**src/rtl/ixc_pkg.sv**
```systemverilog
package ixc_pkg;
   localparam int unsigned N_CHAN = 2;
   localparam logic [7:0] CTRL_IDX = 8'h01;
   localparam logic [7:0] CNT_LO_IDX = 8'h20;
   localparam logic [7:0] CNT_HI_IDX = 8'h21;
   localparam int unsigned LO_SPLIT = 15;
   localparam int unsigned HI_SPLIT = 23;
endpackage

```
**src/rtl/ixc_index_reg.sv**
```systemverilog
module ixc_index_reg #(
   parameter int unsigned DW = 8
) (
   input  logic          clk,
   input  logic          rst_n,
   input  logic          load,
   input  logic [DW-1:0] wdata,
   output logic [DW-1:0] idx
);
   always_ff @(posedge clk) begin
      if (!rst_n) idx <= '0;
      else if (load) idx <= wdata;
   end


   idx_hold_chk: assert property (@(posedge clk) disable iff (!rst_n)
      !load |=> $stable(idx));
endmodule

```
**src/rtl/ixc_meas_counter.sv**
```systemverilog
module ixc_meas_counter #(
   parameter int unsigned CNT_W = 30,
   parameter logic [CNT_W-1:0] RST_VAL = '1
) (
   input  logic             clk,
   input  logic             rst_n,
   input  logic             run,
   input  logic             tick,
   output logic [CNT_W-1:0] cnt
);
   always_ff @(posedge clk) begin
      if (!rst_n) cnt <= RST_VAL;
      else if (run && tick) cnt <= cnt - 1'b1;
   end


   cnt_hold_chk: assert property (@(posedge clk) disable iff (!rst_n)
      !(run && tick) |=> $stable(cnt));

   cnt_step_chk: assert property (@(posedge clk) disable iff (!rst_n)
      (run && tick) |=> (cnt == $past(cnt) - CNT_W'(1)));
endmodule

```
**src/rtl/ixc_read_mux.sv**
```systemverilog
module ixc_read_mux
   import ixc_pkg::*;
#(
   parameter int unsigned ADDR_W = 4,
   parameter int unsigned CNT_W = 30,
   parameter int unsigned CHAN_STRIDE = 8,
   parameter int unsigned IDX_OFS = 1,
   parameter int unsigned DAT_OFS = 3
) (
   input  logic [ADDR_W-1:0] addr,
   input  logic [7:0]        pri_idx,
   input  logic [7:0]        sec_idx,
   input  logic [7:0]        ctrl,
   input  logic [CNT_W-1:0]  cnt,
   output logic [7:0]        rdata
);
   localparam logic [ADDR_W-1:0] PRI_IDX_A = ADDR_W'(IDX_OFS);
   localparam logic [ADDR_W-1:0] SEC_IDX_A = ADDR_W'(CHAN_STRIDE + IDX_OFS);
   localparam logic [ADDR_W-1:0] PRI_DAT_A = ADDR_W'(DAT_OFS);
   localparam logic [ADDR_W-1:0] SEC_DAT_A = ADDR_W'(CHAN_STRIDE + DAT_OFS);

   logic [7:0] byte0, byte1, byte2, byte3;
   assign byte0 = cnt[7:0];
   assign byte1 = 8'(cnt[LO_SPLIT-1:8]);
   assign byte2 = cnt[HI_SPLIT-1:LO_SPLIT];
   assign byte3 = 8'(cnt[CNT_W-1:HI_SPLIT]);

   always_comb begin
      rdata = '0;
      if (addr == PRI_IDX_A) rdata = pri_idx;
      else if (addr == SEC_IDX_A) rdata = sec_idx;
      else if (addr == PRI_DAT_A) begin
         case (pri_idx)
            CTRL_IDX:   rdata = ctrl;
            CNT_LO_IDX: rdata = byte0;
            CNT_HI_IDX: rdata = byte1;
            default:    rdata = '0;
         endcase
      end else if (addr == SEC_DAT_A) begin
         case (sec_idx)
            CNT_LO_IDX: rdata = byte2;
            CNT_HI_IDX: rdata = byte3;
            default:    rdata = '0;
         endcase
      end
   end
endmodule

```
**src/rtl/ixc_clkmeas_window.sv**
```systemverilog
module ixc_clkmeas_window
   import ixc_pkg::*;
#(
   parameter int unsigned ADDR_W = 4,
   parameter int unsigned CNT_W = 30,
   parameter logic [CNT_W-1:0] RST_VAL = '1,
   parameter int unsigned CHAN_STRIDE = 8,
   parameter int unsigned IDX_OFS = 1,
   parameter int unsigned DAT_OFS = 3,
   parameter int unsigned RUN_BIT = 6
) (
   input  logic              clk,
   input  logic              rst_n,
   input  logic [ADDR_W-1:0] bus_addr,
   input  logic              bus_wr,
   input  logic [7:0]        bus_wdata,
   output logic [7:0]        bus_rdata,
   input  logic              meas_tick
);
   localparam logic [ADDR_W-1:0] PRI_DAT_A = ADDR_W'(DAT_OFS);

   if (CNT_W <= HI_SPLIT || CNT_W > HI_SPLIT + 7) begin : g_bad_cnt_w
      $error("CNT_W must fit the four-byte read map");
   end
   if (RUN_BIT > 7) begin : g_bad_run_bit
      $error("RUN_BIT must lie within the control byte");
   end
   if ((2 * CHAN_STRIDE) > (1 << ADDR_W) || IDX_OFS == DAT_OFS ||
       IDX_OFS >= CHAN_STRIDE || DAT_OFS >= CHAN_STRIDE) begin : g_bad_map
      $error("window offsets do not fit the address space");
   end

   logic [7:0] idx_q [N_CHAN];
   logic [7:0] ctrl_q;
   logic [CNT_W-1:0] cnt_q;
   logic ctrl_we;

   for (genvar c = 0; c < N_CHAN; c++) begin : g_chan
      logic hit;
      assign hit = bus_wr && (bus_addr == ADDR_W'(c * CHAN_STRIDE + IDX_OFS));
      ixc_index_reg #(.DW(8)) u_idx (
         .clk   (clk),
         .rst_n (rst_n),
         .load  (hit),
         .wdata (bus_wdata),
         .idx   (idx_q[c])
      );
   end

   assign ctrl_we = bus_wr && (bus_addr == PRI_DAT_A) && (idx_q[0] == CTRL_IDX);

   always_ff @(posedge clk) begin
      if (!rst_n) ctrl_q <= '0;
      else if (ctrl_we) ctrl_q <= bus_wdata;
   end

   ixc_meas_counter #(.CNT_W(CNT_W), .RST_VAL(RST_VAL)) u_cnt (
      .clk   (clk),
      .rst_n (rst_n),
      .run   (ctrl_q[RUN_BIT]),
      .tick  (meas_tick),
      .cnt   (cnt_q)
   );

   ixc_read_mux #(
      .ADDR_W(ADDR_W), .CNT_W(CNT_W), .CHAN_STRIDE(CHAN_STRIDE),
      .IDX_OFS(IDX_OFS), .DAT_OFS(DAT_OFS)
   ) u_rmux (
      .addr    (bus_addr),
      .pri_idx (idx_q[0]),
      .sec_idx (idx_q[1]),
      .ctrl    (ctrl_q),
      .cnt     (cnt_q),
      .rdata   (bus_rdata)
   );


   ctrl_hold_chk: assert property (@(posedge clk) disable iff (!rst_n)
      !(bus_wr && bus_addr == PRI_DAT_A && idx_q[0] == CTRL_IDX) |=> $stable(ctrl_q));

   unimpl_zero_chk: assert property (@(posedge clk) disable iff (!rst_n)
      (bus_addr == PRI_DAT_A && idx_q[0] != CTRL_IDX && idx_q[0] != CNT_LO_IDX &&
       idx_q[0] != CNT_HI_IDX) |-> (bus_rdata == 8'h00));

   cnt_write_ignored_chk: assert property (@(posedge clk) disable iff (!rst_n)
      (bus_wr && !meas_tick) |=> $stable(cnt_q));
endmodule

```
**config.mk**
```make
export PLATFORM = sky130hd
export DESIGN_NAME = ixc_clkmeas_window
export DESIGN_NICKNAME = d
export VERILOG_FILES = /design/src/rtl/ixc_pkg.sv /design/src/rtl/ixc_index_reg.sv /design/src/rtl/ixc_meas_counter.sv /design/src/rtl/ixc_read_mux.sv /design/src/rtl/ixc_clkmeas_window.sv
export SDC_FILE = /design/constraint.sdc
export NUM_CORES = 1
export LEC_CHECK = 0
export BUFFER_PORTS_ARGS = -buffer_cell sky130_fd_sc_hd__buf_2
export CAP_MARGIN = 20
export CORE_MARGIN = 2
export CORE_UTILIZATION = 54
export CTS_BUF_LIST = sky130_fd_sc_hd__clkbuf_16
export DETAILED_ROUTE_END_ITERATION = 7
export GPL_ROUTABILITY_DRIVEN = 0
export PLACE_DENSITY = 0.72
export SLEW_MARGIN = 20
export SYNTH_ARGS = -nofsm -noshare
export SYNTH_HDL_FRONTEND = slang
export SYNTH_SLANG_ARGS = --single-unit
export TNS_END_PERCENT = 20
```
**constraint.sdc**
```tcl
create_clock -name clk -period 2 [get_ports clk]
set_clock_uncertainty 0.15 [all_clocks]
set_input_delay 0 -clock clk [delete_from_list [all_inputs] [get_ports clk]]
set_output_delay 0 -clock clk [all_outputs]
set_load 0.05 [all_outputs]
```
### Yosys cells after proc, flatten, opt, wreduce, memory -nomap -nowiden

Cells that the tools add are included.

| word-level totals | value |
|---|---|
| flip-flop bits (word level) | 54 |
| bits of input ports | 16 |
| output and inout bits | 8 |
| word-level logic and storage cells | 25 |

| cells by class | value |
|---|---|
| add/subtract/negate cells | 1 |
| equal/unequal tests | 9 |
| multiplexer cells | 6 |
| reductions and logical operators | 5 |

Operators by type and width:

| operator | count |
|---|---|
| $eq 8x6->1 const B | 4 |
| $mux 8 | 4 |
| $sub 30x1->30 const B | 1 |
| $pmux 8 s3 | 1 |
| $pmux 8 s2 | 1 |
| $eq 4x4->1 const B | 2 |
| $eq 8x1->1 const B | 1 |
| $logic_and 1x1->1 | 5 |
| $eq 4x1->1 const B | 1 |
| $eq 4x2->1 const B | 1 |

### Logic depth before layout (Yosys ltp)

| depth | value |
|---|---|
| depth after elaboration | 6 |
| mapped depth | 6 |

### By module

A second synthesis with hierarchy kept.

| unflattened totals | value |
|---|---|
| cells, all modules | 328 |
| area total of the unflattened synthesis | 3078.0 um^2 |

By module, submodules not included:

| module | times used | cells each | area each (um^2) |
|---|---|---|---|
| ixc_meas_counter | 1 | 166 | 1491.4 |
| ixc_read_mux | 1 | 71 | 606.8 |
| ixc_index_reg | 2 | 25 | 301.5 |
| ixc_clkmeas_window | 1 | 41 | 376.6 |

### Worst setup path before layout

No wires, ideal clock.

| timing | value |
|---|---|
| kind | register to output |
| from | register g_chan[1].u_idx.idx[1] |
| to | output bus_rdata[5] |
| arrival | 2256 ps |
| path slack | -406 ps |
| cell stages (with the launch flop) | 5 |
| buffers on the path | 0 |
| path through | dfxtp_1 or4_1 nor3_1 a22oi_1 a22oi_1 |

| on the way | value |
|---|---|
| longest elaborated chain between the ends | 6 |

RTL lines:

| element | RTL line | source |
|---|---|---|
| from (decl) | ixc_index_reg.sv:8 | `output logic [DW-1:0] idx` |
| from (signal assigned) | ixc_index_reg.sv:12 | `else if (load) idx <= wdata;` |
| $eq 8x6->1 | ixc_read_mux.sv:40 | `case (sec_idx)` |
| $pmux 8 s2 (*) | ixc_read_mux.sv:40 |  |
| $mux 8 (*) | ixc_read_mux.sv:39 | `end else if (addr == SEC_DAT_A) begin` |
| $mux 8 (*) | ixc_read_mux.sv:32 | `else if (addr == PRI_DAT_A) begin` |
| $mux 8 (*) | ixc_read_mux.sv:31 | `else if (addr == SEC_IDX_A) rdata = sec_idx;` |
| $mux 8 (*) | ixc_read_mux.sv:30 | `if (addr == PRI_IDX_A) rdata = pri_idx;` |
| to (decl) | ixc_clkmeas_window.sv:17 | `output logic [7:0] bus_rdata,` |

Mark *: on every way between the ends. The rest lies on a longest branch, timed or not.

### Final worst setup path

| timing | value |
|---|---|
| from | register g_chan[0].u_idx.idx[1] |
| to | output bus_rdata[6] |

| on the way | value |
|---|---|
| longest elaborated chain between the ends | 5 |

RTL lines:

| element | RTL line | source |
|---|---|---|
| from (decl) | ixc_index_reg.sv:8 |  |
| from (signal assigned) | ixc_index_reg.sv:12 |  |
| $eq 8x6->1 / $eq 8x1->1 (equally long branches) | ixc_read_mux.sv:33 | `case (pri_idx)` |
| $pmux 8 s3 (*) | ixc_read_mux.sv:33 |  |
| $mux 8 (*) | ixc_read_mux.sv:32 |  |
| $mux 8 (*) | ixc_read_mux.sv:31 |  |
| $mux 8 (*) | ixc_read_mux.sv:30 |  |

Marks and branches as above.

==> metrics <==
status finished with violations; failing checks negative setup slack; design area about 3800 sq um; Avg Cell Area, Syn 9.37 sq um; Int Pwr 0.00164 W; Area growth syn-to-layout 31.4%; Worst R2R Path Depth 6; DR iter-0 viols 120; vias in the first global route 2634; Crit Path Max Fanout 2; f_max between 400 and 500 MHz; detailed placement HPWL 5280 um; Die Ht 77.6 um; sequential area share after synthesis 37.0%; Register Area about 1100 sq um; initial antenna violation count 0; initial core utilization 56.5%; RR Endpoint ctrl_q[6]$_SDFFE_PN0P_; TNS Setup -3.54 ns; Yosys top cell area share 37.0%; final hold violations 0; Clock Sink Count 54; die width 77.6 um; reg2reg setup slack -0.17 ns; worst relative slew slack 50.0%; Antenna diodes 0; Post-DP Area 3420 sq um; crit path kind flop to output port; pwr/cell area 563 nW/um^2; Synth Register Bits 54; core area around 5200 sq um; crit end category output port; placed insts 433; Final Max Slew Viols 0; grt ovf 0; Net Count, Synth between 300 and 400; Syn. warnings 0; port bufs 23; Worst Hold Path Cells 2; async set-reset flop share out of synthesis 0%; CTS Buf Count 5; worst min-delay path class input port to flop; clock power share 42.1%; Residual DRC 0; count leader, synth dfxtp_1; First-pass DRT Iterations 4; Final Critical Period 2.41 ns; Setup-failing EPs final 16; min-delay src rst_n; num ports 24; Routed Antenna Nets 0; Post-synth top cells dfxtp_1, mux2i_1, nor2b_1; relative contribution of sequential cells to total power 50.0%; number of max-cap violations 0; Sw Ratio between 20% and 30%; Data required, critical path 1.85 ns; first-pass GRT wire length 12500 um; Routed WL 7800 um; Via-to-Cell Ratio 5.80; synth unique cells 45; CTS Root Cell clkbuf_16; arrival time worst endpoint roughly 2.3 ns; leakage power 1.50 nW; reg-to-reg critical path startpoint g_chan[0].u_idx.idx[1]$_SDFFE_PN0P_; Post-layout nets 397; Hold Slack 0.0675 ns; largest net degree at the start of global routing 43; share of layout cells above drive strength 1 34.9%; Worst Setup Start Kind flop; vias 2618; Skew-Pair Late Insertion Delay 0.30 ns; die footprint 6020 sq um; htree depth 2; synthesized cell area 2920 sq um; GRT Total Usage 26.1%; Post-Layout Cell Count between 400 and 500; Syn Inst Count about 310; Final period util 121%; area leader, netlist dfxtp_1; Area contributors post-synth dfxtp_1, mux2i_1, mux2_2; EDFF count, synth 0; worst vdd ir 0.451 mV; FILL cells between 300 and 400; Most used DFF post-synth dfxtp_1; RSZ-0062 raised after global routing true; wire per inst 17.3 um; worst hold path endpoint u_cnt.cnt[12]$_SDFFE_PN1P_; clock buffer depth 2; final worst slack -0.414 ns; combinational share of power ~8%; CTS tree yes; sw power around 0.00053 W; Worst-Margin Slew ~0.75 ns; area of the multi-input gates 1890 sq um; num rows 26; Clock Pin Slew Worst Setup and Hold Paths approximately 0.08 ns; Place WS -0.132 ns
## cell families (layout without fill, tap and decap cells)
family / after synthesis / count (layout) / share of synthesized area [%]
buffers and inverters: 20 / 89 / 2.95
AOI/OAI and AO/OA: 39 / 39 / 9.37
xor gates and xnor gates: 10 / 10 / 3.00
DFF: 54 / 54 / 37.0
muxes: 52 / 52 / 18.7
adders and majority gates: 1 / 1 / 0.428
and+or+nand+nor: 136 / 136 / 28.6
## flip-flops by register name, summed over array words and instances (netlist names)
| name | cells |
|---|---|
| u_cnt.cnt | 30 |
| g_chan.u_idx.idx | 16 |
| ctrl_q | 8 |
## stage by stage
| step | total power (W) | util, % |
|---|---|---|
| 2_1_floorplan | 0.00119 | - |
| 3_3_place_gp | 0.00124 | 66.1 |
| 3_5_place_dp | 0.00125 | 66.1 |
| 4_1_cts | 0.00216 | 72.4 |
| 5_1_grt | 0.00222 | 74.3 |
| 6_report | 0.00216 | 74.3 |
## area by class of cell
| class | instances | area share (%) |
|---|---|---|
| multi-input cells | 238 | 49.2 |
| flip-flops and latches | 54 | 28.2 |
| repair buffers | 78 | 16.0 |
| clock buffers | 5 | 3.26 |
| well taps | 70 | 2.28 |
| clock inverters | 3 | 0.749 |
| inverters | 3 | 0.293 |
## per-layer routing
layer	track usage, %	share of wire (%)
met1	35.2	46
met5	0	0
met4	7.68	2.3
met2	43.4	47
met3	3.72	4.5
## power groups by stage
stage / registers [W] / logic (W) / clock network (W)
floorplan: 0.00111 / 0.0000889 / 0
global placement: 0.00111 / 0.000137 / 0
detailed placement: 0.00111 / 0.000139 / 0
CTS: 0.00108 / 0.000163 / 0.000918
global route: 0.00108 / 0.000181 / 0.000957
finish: 0.00108 / 0.000172 / 0.000911
## what timing repair did
action,CTS,global route
buffers inserted,0,1
gates resized for setup,23,18
pin swaps,5,9
setup endpoints to repair,18,22
hold buffers,9,0
hold endpoints to repair,29,0
## layout by cell type, fill, tap and decap left out, drive strengths merged, types with 8 or more instances in the layout
| master | n |
|---|---|
| a22oi | 14 |
| buf | 69 |
| dfxtp | 54 |
| dlygate4sd3 | 9 |
| mux2 | 20 |
| mux2i | 32 |
| nand2 | 24 |
| nand2b | 8 |
| nand3 | 17 |
| nor2 | 8 |
| nor2b | 25 |
| nor4 | 11 |
| o31ai | 8 |
| or4 | 10 |
| xor2 | 9 |
## worst max-delay path by stage
| stage | to | startpoint | cells after the start |
|---|---|---|---|
| 3_3_place_gp | bus_rdata[6] | g_chan[0].u_idx.idx[1]$_SDFFE_PN0P_ | 5 |
| 6_report | bus_rdata[6] | g_chan[0].u_idx.idx[1]$_SDFFE_PN0P_ | 5 |
| 4_1_cts | bus_rdata[6] | g_chan[0].u_idx.idx[1]$_SDFFE_PN0P_ | 5 |
| 3_5_place_dp | ctrl_q[6]$_SDFFE_PN0P_ | g_chan[0].u_idx.idx[1]$_SDFFE_PN0P_ | 5 |
| 5_1_grt | bus_rdata[6] | g_chan[0].u_idx.idx[1]$_SDFFE_PN0P_ | 5 |
| 2_1_floorplan | bus_rdata[6] | g_chan[0].u_idx.idx[1]$_SDFFE_PN0P_ | 4 |
## worst max-delay path, stage by stage, from the launching register on
cell and delay, ns:
dfxtp_1 0.31, or4_4 0.53, or3_4 0.39, or3_4 0.34, a22oi_2 0.21, buf_6 0.18
Note: power is estimated with default switching activity, not from simulation.
